### config.mk
export PLATFORM = sky130hd
export DESIGN_NAME = sdac_frontend
export DESIGN_NICKNAME = d
export VERILOG_FILES = /design/src/rtl/sdac_pkg.sv /design/src/rtl/sdac_capture.sv /design/src/rtl/sdac_therm.sv /design/src/rtl/sdac_outreg.sv /design/src/rtl/sdac_frontend.sv
export SDC_FILE = /design/constraint.sdc
export NUM_CORES = 1
export LEC_CHECK = 0
export BUFFER_PORTS_ARGS = -buffer_cell sky130_fd_sc_hd__buf_2
export CORE_UTILIZATION = 24
export CTS_CLUSTER_SIZE = 14
export DETAILED_ROUTE_END_ITERATION = 12
export PLACE_DENSITY = 0.46
export SLEW_MARGIN = 20
export SYNTH_ARGS = -nofsm -noshare
export SYNTH_HDL_FRONTEND = slang
export SYNTH_HIERARCHICAL = 1
export SYNTH_SLANG_ARGS = --single-unit
### constraint.sdc
create_clock -name clk -period 2 [get_ports clk]
set_input_delay 0.2 -clock clk [delete_from_list [all_inputs] [get_ports clk]]
set_output_delay 0.2 -clock clk [all_outputs]
set_load 0.01 [all_outputs]
### src/rtl/sdac_pkg.sv
package sdac_pkg;

  // Number of unary lines for an upper segment of the given bit width.
  function automatic int unsigned unary_lines(input int unsigned seg_bits);
    return (32'd1 << seg_bits) - 32'd1;
  endfunction

  // Width of the zero padding below the input word inside the internal code.
  function automatic int unsigned pad_bits(input int unsigned code_bits,
                                           input int unsigned word_bits);
    return (code_bits > word_bits) ? (code_bits - word_bits) : 0;
  endfunction

endpackage

### src/rtl/sdac_capture.sv
module sdac_capture #(
  parameter int IN_W   = 8,
  parameter int CODE_W = 10
) (
  input  logic              clk,
  input  logic              rst,
  input  logic [IN_W-1:0]   word_i,
  input  logic              invert_i,
  output logic [CODE_W-1:0] code_o
);
  import sdac_pkg::*;

  localparam int PAD_W = pad_bits(CODE_W, IN_W);

  logic [IN_W-1:0]   word_eff;
  logic [CODE_W-1:0] code_d;

  // Invert applies to the data bits only.
  assign word_eff = word_i ^ {IN_W{invert_i}};

  generate
    if (PAD_W > 0) begin : g_pad
      assign code_d = {word_eff, {PAD_W{1'b0}}};
    end else begin : g_trunc
      assign code_d = word_eff[IN_W-1 -: CODE_W];
    end
  endgenerate

  always_ff @(posedge clk) begin
    if (rst) code_o <= '0;
    else     code_o <= code_d;
  end

endmodule

### src/rtl/sdac_therm.sv
module sdac_therm #(
  parameter int SEG_W = 4,
  parameter int SEG_N = 15
) (
  input  logic [SEG_W-1:0] seg_val_i,
  output logic [SEG_N-1:0] lines_o
);

  // Line i is on when the segment value exceeds i: lines fill from bit 0.
  generate
    for (genvar i = 0; i < SEG_N; i++) begin : g_line
      assign lines_o[i] = (seg_val_i > SEG_W'(i));
    end
  endgenerate

endmodule

### src/rtl/sdac_outreg.sv
module sdac_outreg #(
  parameter int SEG_N = 15,
  parameter int LSB_W = 6
) (
  input  logic             clk,
  input  logic             rst,
  input  logic [SEG_N-1:0] seg_d,
  input  logic [LSB_W-1:0] bin_d,
  output logic [SEG_N-1:0] seg_q,
  output logic [LSB_W-1:0] bin_q
);

  // One register for every switch line so all change on the same edge.
  always_ff @(posedge clk) begin
    if (rst) begin
      seg_q <= '0;
      bin_q <= '0;
    end else begin
      seg_q <= seg_d;
      bin_q <= bin_d;
    end
  end

endmodule

### src/rtl/sdac_frontend.sv
module sdac_frontend #(
  parameter  int IN_W   = 8,
  parameter  int CODE_W = 10,
  parameter  int LSB_W  = 6,
  localparam int SEG_W  = CODE_W - LSB_W,
  localparam int SEG_N  = (1 << SEG_W) - 1
) (
  input  logic             clk,
  input  logic             rst,
  input  logic [IN_W-1:0]  data_in,
  input  logic             invert_en,
  output logic [SEG_N-1:0] seg_on,
  output logic [LSB_W-1:0] bin_ctl
);

  logic [CODE_W-1:0] code_q;
  logic [SEG_N-1:0]  seg_lines;

  sdac_capture #(
    .IN_W   (IN_W),
    .CODE_W (CODE_W)
  ) u_capture (
    .clk      (clk),
    .rst      (rst),
    .word_i   (data_in),
    .invert_i (invert_en),
    .code_o   (code_q)
  );

  sdac_therm #(
    .SEG_W (SEG_W),
    .SEG_N (SEG_N)
  ) u_therm (
    .seg_val_i (code_q[CODE_W-1:LSB_W]),
    .lines_o   (seg_lines)
  );

  sdac_outreg #(
    .SEG_N (SEG_N),
    .LSB_W (LSB_W)
  ) u_outreg (
    .clk   (clk),
    .rst   (rst),
    .seg_d (seg_lines),
    .bin_d (code_q[LSB_W-1:0]),
    .seg_q (seg_on),
    .bin_q (bin_ctl)
  );

endmodule

==> flow_summary.toml, run 1 <==
[layout]
area_growth_pct = 21.2
final_util_pct = 31.2
diodes = 0
layout_commonest_cell = "buf_2"
final_nets = 137
final_cell_mix = "31 x buf_2, 29 x dfxtp_1, 20 x nor2b_2, 12 x nor2_1, 8 x xnor2_1"
final_cell_area_um2 = 1280
drive_above_1_share_pct = 49.6

[synthesis]
ys_warn_count = 6
ys_seq_area_share_pct = 54.8
netlist_area_um2 = 1060
avgSynthCellArea_um2 = 10.9
ys_types = 22
syn_inst = 97
ys_seq_elements = 29

[global_route]
grt_overflow = 0
antenna_found_initial = 0
grt_max_degree = 30
grt_pass1_vias = 590
grt_pass1_wl_um = 2500
grt_use_total_pct = 7.91

[pwr]
leakage_nw = 0.588
irDropWorstVdd_mv = 0.226
p_per_area_nw_per_um2 = 944
design_power_total_w = 0.00121

[clock_network]
htreeDepth = 2
clock_latency_ns = 0.28
cts_setup_buffers = 0
clock_path_buffers = 2
cts_resized = 0
clkTransAtPathRegs_ns = 0.06
clock-sinks = 29
root_buffer = "clkbuf_8"
cts-buffers-inserted = 5
cts_tree = "yes"
cts-hold-fix-buffers = 0

[timing]
fin_worst_hold_slack_ns = 0.161
fin_worst_skew_ns = 0.00522
setup_viol = 0
hold_viol = 0
fmax_mhz = 954
rsz0062_at_grt = "no"
timing.final.crit_period_ns = 1.05
fin_crit_sh_pct = 52.4
tightest_slew_ns = 0.653
relSlewSlack_pct = 56.5
drv_slew = 0
setup_tns_ns = 0

[setup_path]
crit_buf_inv = 0
setup.worst_path.start_class = "register"
crit_type = "register to register"
worstPathCellList = "or3_1, nor2b_2"
cp.arrival_ns = 1.19
slowest_delay_ns = 0.38
path_delay_family = "simple AND/OR/NAND/NOR gates"
required_ns = 2.14
cp_slowest_cell = "dfxtp_1"
worstPathMaxFanout = 10
endpoint_kind = "register"

[die]
die_w_um = 68.4
num_rows = 23
core_area_um2 = 4120
start_util_pct = 25.7
dieArea_um2 = 4680
pin_count = 32
die_h_um = 68.4

[detailed_routing]
dr.pass1.iters = 3
ant_nets = 0
initialDrtViolationCount = 16
viasPerCell = 3.61
wire_per_inst_um = 9.11
route.vias.total = 639
drc = 0
wl_um = 1610

[place]
gp_congestion = 0.681
portBuffers = 31
dpl_cell_area_um2 = 1200

[run]
cap_violations = 0

[min_path]
hp-class = "input pin to register"

[run_status]
status = "finished clean"
metrics by stage:
step,setup slack [ns],cells
floorplan,0.996,98
global placement,0.986,169
detailed placement,0.967,169
CTS,0.950,177
global route,0.911,177
finish,0.952,177
layout make-up:
class                           instances  area [µm²]
Sequential cell                        29         581
Tap cell                               50        62.6
Timing Repair Buffer                   31         155
Clock buffer                            5        68.8
Clock inverter                          3        17.5
Multi-Input combinational cell         57         390
Inverter                                2        7.51
Fill cell                             455        2830
metal layers:
metal	routed length [µm]	GRT usage, %
met1	701	8.09
met2	695	10.9
met3	159	5.17
met4	55	7.03
met5	0	0
path summary, 6_finish.rpt:
path	endpoint	slack [ns]	start	cells after the start
min reg2reg	u_outreg/bin_q[3]	0.44	u_capture/code_o[3]	1
max reg2reg	u_outreg/seg_q[1]	0.95	u_capture/code_o[7]	2
min	u_capture/code_o[2]	0.16	data_in[0]	3
max	u_outreg/seg_q[1]	0.95	u_capture/code_o[7]	2
synthesized netlist by cell type:
library cell | instances | share of area [%]
clkbuf_1 | 1 | 0.35
nor2b_1 | 2 | 1.2
or3_1 | 1 | 0.59
o31a_2 | 1 | 0.95
o21a_1 | 1 | 0.71
buf_1 | 1 | 0.35
conb_1 | 1 | 0.35
nand2_1 | 4 | 1.4
nand2b_1 | 1 | 0.59
a21oi_1 | 1 | 0.47
nor2_1 | 12 | 4.3
a21o_2 | 1 | 0.83
nor2b_2 | 20 | 17
buf_4 | 2 | 1.4
buf_2 | 1 | 0.47
and3_2 | 1 | 0.71
buf_6 | 5 | 5.3
xnor2_1 | 8 | 6.6
dfxtp_1 | 29 | 55
a31o_2 | 1 | 0.83
o21ai_0 | 1 | 0.47
inv_1 | 2 | 0.71
report_power, final:
part / internal (W) / switching (W) / total (W)
Clock: 0.000239 / 0.000216 / 0.000455
Combinational: 0.0000653 / 0.0000579 / 0.000123
Sequential: 0.000613 / 0.0000189 / 0.000632
Total: 0.000918 / 0.000293 / 0.00121
registers in the layout (all words and copies together) (netlist names):
register / flops
u_capture/code_o: 8
u_outreg/bin_q: 6
u_outreg/seg_q: 15
cells by family after synthesis:
| kind of cell | synth area share (%) |
|---|---|
| simple gates | 25.3 |
| xor+xnor | 6.62 |
| compound gates | 4.26 |
| other cells | 0.354 |
| buf+inv | 8.63 |
| flops | 54.8 |
worst min-delay path: cells and delay by family:
family | cells | cell delay (ns)
xor+xnor | 1 | 0.05
simple gates | 1 | 0.07
buf+inv | 1 | 0.09
No activity file was read; power rests on OpenSTA's default activity.
==> run 2, diff against run 1 <==
- PLACE_DENSITY: 0.46 -> 0.48
- clock period: 2 -> 0.9 ns (I/O delays scaled with it)
==> flow_summary.toml, run 2 (synthesized netlist as in run 1, its figures left out) <==
[die]
core_area_um2 = 4120
die_w_um = 68.4
pin_count = 32
start_util_pct = 25.7
dieArea_um2 = 4680
die_h_um = 68.4
num_rows = 23

[setup_path]
worstPathMaxFanout = 6
crit_type = "register to register"
crit_start = "u_capture/code_o[7]"
cp.arrival_ns = 1.11
rrSetupSlack_ns = -0.04
setup.worst_path.start_class = "register"
r2r_cells = 2
worstReg2RegStart = "u_capture/code_o[7]"
r2r_end = "u_outreg/seg_q[1]"
required_ns = 1.07
endpoint_kind = "register"

[layout]
reg.largest.list = "u_outreg/seg_q (15), u_capture/code_o (8), u_outreg/bin_q (6)"
drive_above_1_share_pct = 56.5
top_register = "u_outreg/seg_q"
final_util_pct = 33.2
diodes = 0
layout_commonest_cell = "buf_2"
final_cell_mix = "32 x buf_2, 25 x dfxtp_1, 18 x nor2b_2, 11 x nor2_1, 8 x xnor2_1"
final_nets = 141
area_growth_pct = 29.1
largest_reg_flops = 15

[timing]
worst_slack_ns = -0.0390
fin_worst_skew_ns = 0.00344
timing.final.crit_period_ns = 0.939
drv_slew = 0
setup_viol = 5
fin_crit_sh_pct = 104
rsz0062_at_grt = "yes"
fmax_mhz = 1060
hold_viol = 0
setup_tns_ns = -0.113

[detailed_routing]
dr.pass1.iters = 4
initialDrtViolationCount = 34
viasPerCell = 3.64
wl_um = 1610
drc = 0
wire_per_inst_um = 8.89
route.vias.total = 659
ant_nets = 0

[min_path]
hp-class = "input pin to register"
min_from = "data_in[6]"
hold_path_depth = 3
holdPathEnd = "u_capture/code_o[8]"

[clock_network]
cts-hold-fix-buffers = 0
htreeDepth = 2
clkTransAtPathRegs_ns = 0.06
root_buffer = "clkbuf_8"
cts_tree = "yes"
cts-buffers-inserted = 5
clock_path_buffers = 2
clock_latency_ns = 0.27
clock-sinks = 29

[global_route]
grt_max_degree = 30
grt_pass1_wl_um = 2520
grt_use_total_pct = 7.79
grt_pass1_vias = 604
antenna_found_initial = 0
grt_overflow = 0

[pwr]
leakage_nw = 0.632
irDropWorstVdd_mv = 0.526
p_per_area_nw_per_um2 = 2090

[place]
portBuffers = 31
gp_congestion = 0.662
place_hpwl_um = 1170

[run]
cap_violations = 0

[run_status]
violations = "negative setup slack"
status = "finished, violations left"
==> run 2: worst max path at each step <==
| stage | to |
|---|---|
| 2_1_floorplan | u_outreg/seg_q[1] |
| 3_3_place_gp | u_outreg/seg_q[1] |
| 3_5_place_dp | u_outreg/seg_q[8] |
| 4_1_cts | u_outreg/seg_q[10] |
| 5_1_grt | u_outreg/seg_q[1] |
| 6_report | u_outreg/seg_q[1] |
==> run 2: metrics by stage <==
stage	cells	total power [W]	instance area (µm²)	hold slack (ns)	setup WS (ns)
2_1_floorplan	98	0.00166	1070	0.162	-0.0927
3_3_place_gp	172	0.00174	1240	0.344	-0.0379
3_5_place_dp	172	0.00174	1240	0.347	-0.0636
4_1_cts	180	0.00290	1350	0.0547	-0.0449
5_1_grt	181	0.00300	1370	0.0851	-0.0630
6_report	181	0.00285	1370	0.0621	-0.0390
==> run 2: area by class of cell <==
type                    instances  area [µm²]
fillers                       429        2750
flip-flops and latches         29         591
multi-input cells              57         409
repair buffers                 35         195
clock buffers                   7        96.3
well taps                      50        62.6
inverters                       2        7.51
clock inverters                 1        5.00
==> run 2: what timing repair did <==
action,CTS,global route
setup endpoints to repair,11,10
setup buffers,0,1
gates resized for setup,4,7
==> run 2: critical path, cell delays in order (launching register included) <==
cell and delay [ns]:
dfxtp_2 0.34, or3_1 0.37, nor2b_4 0.13
==> run 2: layer usage <==
layer	vias to the layer above	track usage [%]	wire [µm]
met1	276	8.22	726
met2	29	11.0	686
met4	0	6.25	34
met5	-	0	0
li1	352	-	-
met3	2	4.67	162
==> run 2: where the power goes <==
part           switching (W)  internal, W
clock network       0.000440     0.000689
registers          0.0000377      0.00136
logic               0.000145     0.000173
==> run 3, diff against run 2 <==
- clock period: 0.9 -> 0.8 ns (I/O delays scaled with it)
==> flow_summary.toml, run 3 (synthesized netlist as in run 1, its figures left out) <==
[run_status]
status = "finished, violations left"
violations = "negative setup slack"

[timing]
fmax_mhz = 1060
drv_slew = 0
timing.final.crit_period_ns = 0.947
rsz0062_at_grt = "yes"
setup_viol = 13
worst_slack_ns = -0.147
fin_worst_skew_ns = 0.00282
fin_worst_hold_slack_ns = 0.0569
hold_viol = 0
fin_crit_sh_pct = 118

[layout]
area_growth_pct = 34.5
diodes = 0
n_fill_cell = 430
layout_commonest_cell = "buf_2"
drive_above_1_share_pct = 60.6
final_nets = 142
top_register = "u_outreg/seg_q"
largest_reg_flops = 15
reg.largest.list = "u_outreg/seg_q (15), u_capture/code_o (8), u_outreg/bin_q (6)"
final_cell_area_um2 = 1420
final_cell_mix = "25 x buf_2, 19 x dfxtp_1, 18 x nor2b_2, 10 x nor2_1, 9 x dfxtp_2"

[pwr]
switching_share_pct = 21.8
power_frac_comb_pct = 11.8
internal_power_w = 0.00254
seqPwrFrac_pct = 49.2
p_clk_share_pct = 39.0
p_per_area_nw_per_um2 = 2280
leakage_nw = 0.647
p_sw_w = 0.000708
irDropWorstVdd_mv = 0.720

[setup_path]
required_ns = 0.97
crit_type = "register to register"
r2r_end = "u_outreg/seg_q[1]"
worstPathMaxFanout = 7
worstReg2RegStart = "u_capture/code_o[9]"
cp.arrival_ns = 1.11
rrSetupSlack_ns = -0.15
endpoint = "u_outreg/seg_q[1]"
r2r_cells = 2
endpoint_kind = "register"
crit_start = "u_capture/code_o[9]"
setup.worst_path.start_class = "register"

[clock_network]
clock_path_buffers = 2
clock-sinks = 29
cts_tree = "yes"
root_buffer = "clkbuf_8"
cts_setup_buffers = 0
clock_latency_ns = 0.27
cts-buffers-inserted = 5
clkTransAtPathRegs_ns = 0.06
htreeDepth = 2

[detailed_routing]
wl_um = 1670
route.vias.total = 674
drc = 0
viasPerCell = 3.70
initialDrtViolationCount = 20
dr.pass1.iters = 4
ant_nets = 0
wire_per_inst_um = 9.15

[global_route]
antenna_found_initial = 0
grt_overflow = 0
grt_max_degree = 30
grt_pass1_wl_um = 2700
grt_use_total_pct = 8.54
grt_pass1_vias = 636

[run]
cap_violations = 0

[die]
num_rows = 23
pin_count = 32
die_h_um = 68.4
dieArea_um2 = 4680
die_w_um = 68.4
core_area_um2 = 4120
start_util_pct = 25.7

[place]
dpl_cell_area_um2 = 1260
portBuffers = 31
gp_congestion = 0.663
place_hpwl_um = 1210

[min_path]
hp-class = "input pin to register"
run 3: power by group through the flow:
stage / registers, W / clock network, W / logic [W]
floorplan: 0.00162 / 0 / 0.000246
global placement: 0.00161 / 0 / 0.000360
detailed placement: 0.00161 / 0 / 0.000362
CTS: 0.00159 / 0.00132 / 0.000373
global route: 0.00161 / 0.00138 / 0.000427
finish: 0.00160 / 0.00127 / 0.000384
run 3: worst min-delay path by stage:
stage,start,slack (ns),cells past startpoint,to
3_3_place_gp,data_in[7],0.34,3,u_capture/code_o[9]
3_5_place_dp,data_in[4],0.34,3,u_capture/code_o[6]
6_report,data_in[4],0.06,3,u_capture/code_o[6]
4_1_cts,data_in[4],0.05,3,u_capture/code_o[6]
2_1_floorplan,rst,0.15,1,u_outreg/seg_q[12]
5_1_grt,data_in[1],0.07,3,u_capture/code_o[3]
run 3: area by class of cell:
cell class	count	area [µm²]	share of cell area [%]
Timing Repair Buffer	36	246	17.3
Sequential cell	29	596	41.8
Inverter	2	7.51	0.527
Clock buffer	7	96.3	6.77
Clock inverter	1	5.00	0.351
Tap cell	50	62.6	4.39
Multi-Input combinational cell	57	410	28.8
run 3: what timing repair did:
item	CTS	global route
hold buffers	0	0
setup endpoints to repair	17	32
pin swaps	0	1
gates resized for setup	10	11
run 3: stage by stage:
step	setup TNS, ns	setup WS (ns)	util [%]	cells	power, W
2_1_floorplan	-0.841	-0.193	-	98	0.00187
3_3_place_gp	-1.50	-0.152	30.5	174	0.00197
3_5_place_dp	-1.71	-0.170	30.5	174	0.00197
4_1_cts	-1.27	-0.150	33.7	182	0.00328
5_1_grt	-1.97	-0.180	34.6	182	0.00341
6_report	-1.15	-0.147	34.6	182	0.00325
run 3: per-layer routing:
metal | wire, µm | GRT usage [%] | part of all wire (%) | vias up
met1 | 838 | 9.61 | 50 | 279
li1 | - | - | - | 355
met3 | 126 | 3.50 | 7.6 | 4
met5 | 0 | 0 | 0 | -
met2 | 638 | 11.8 | 38 | 36
met4 | 63 | 8.59 | 3.8 | 0
run 3: worst max-delay path: stages (launching register included):
cell	delay (ns)
dfxtp_4	0.37
or3_1	0.35
nor2b_4	0.13
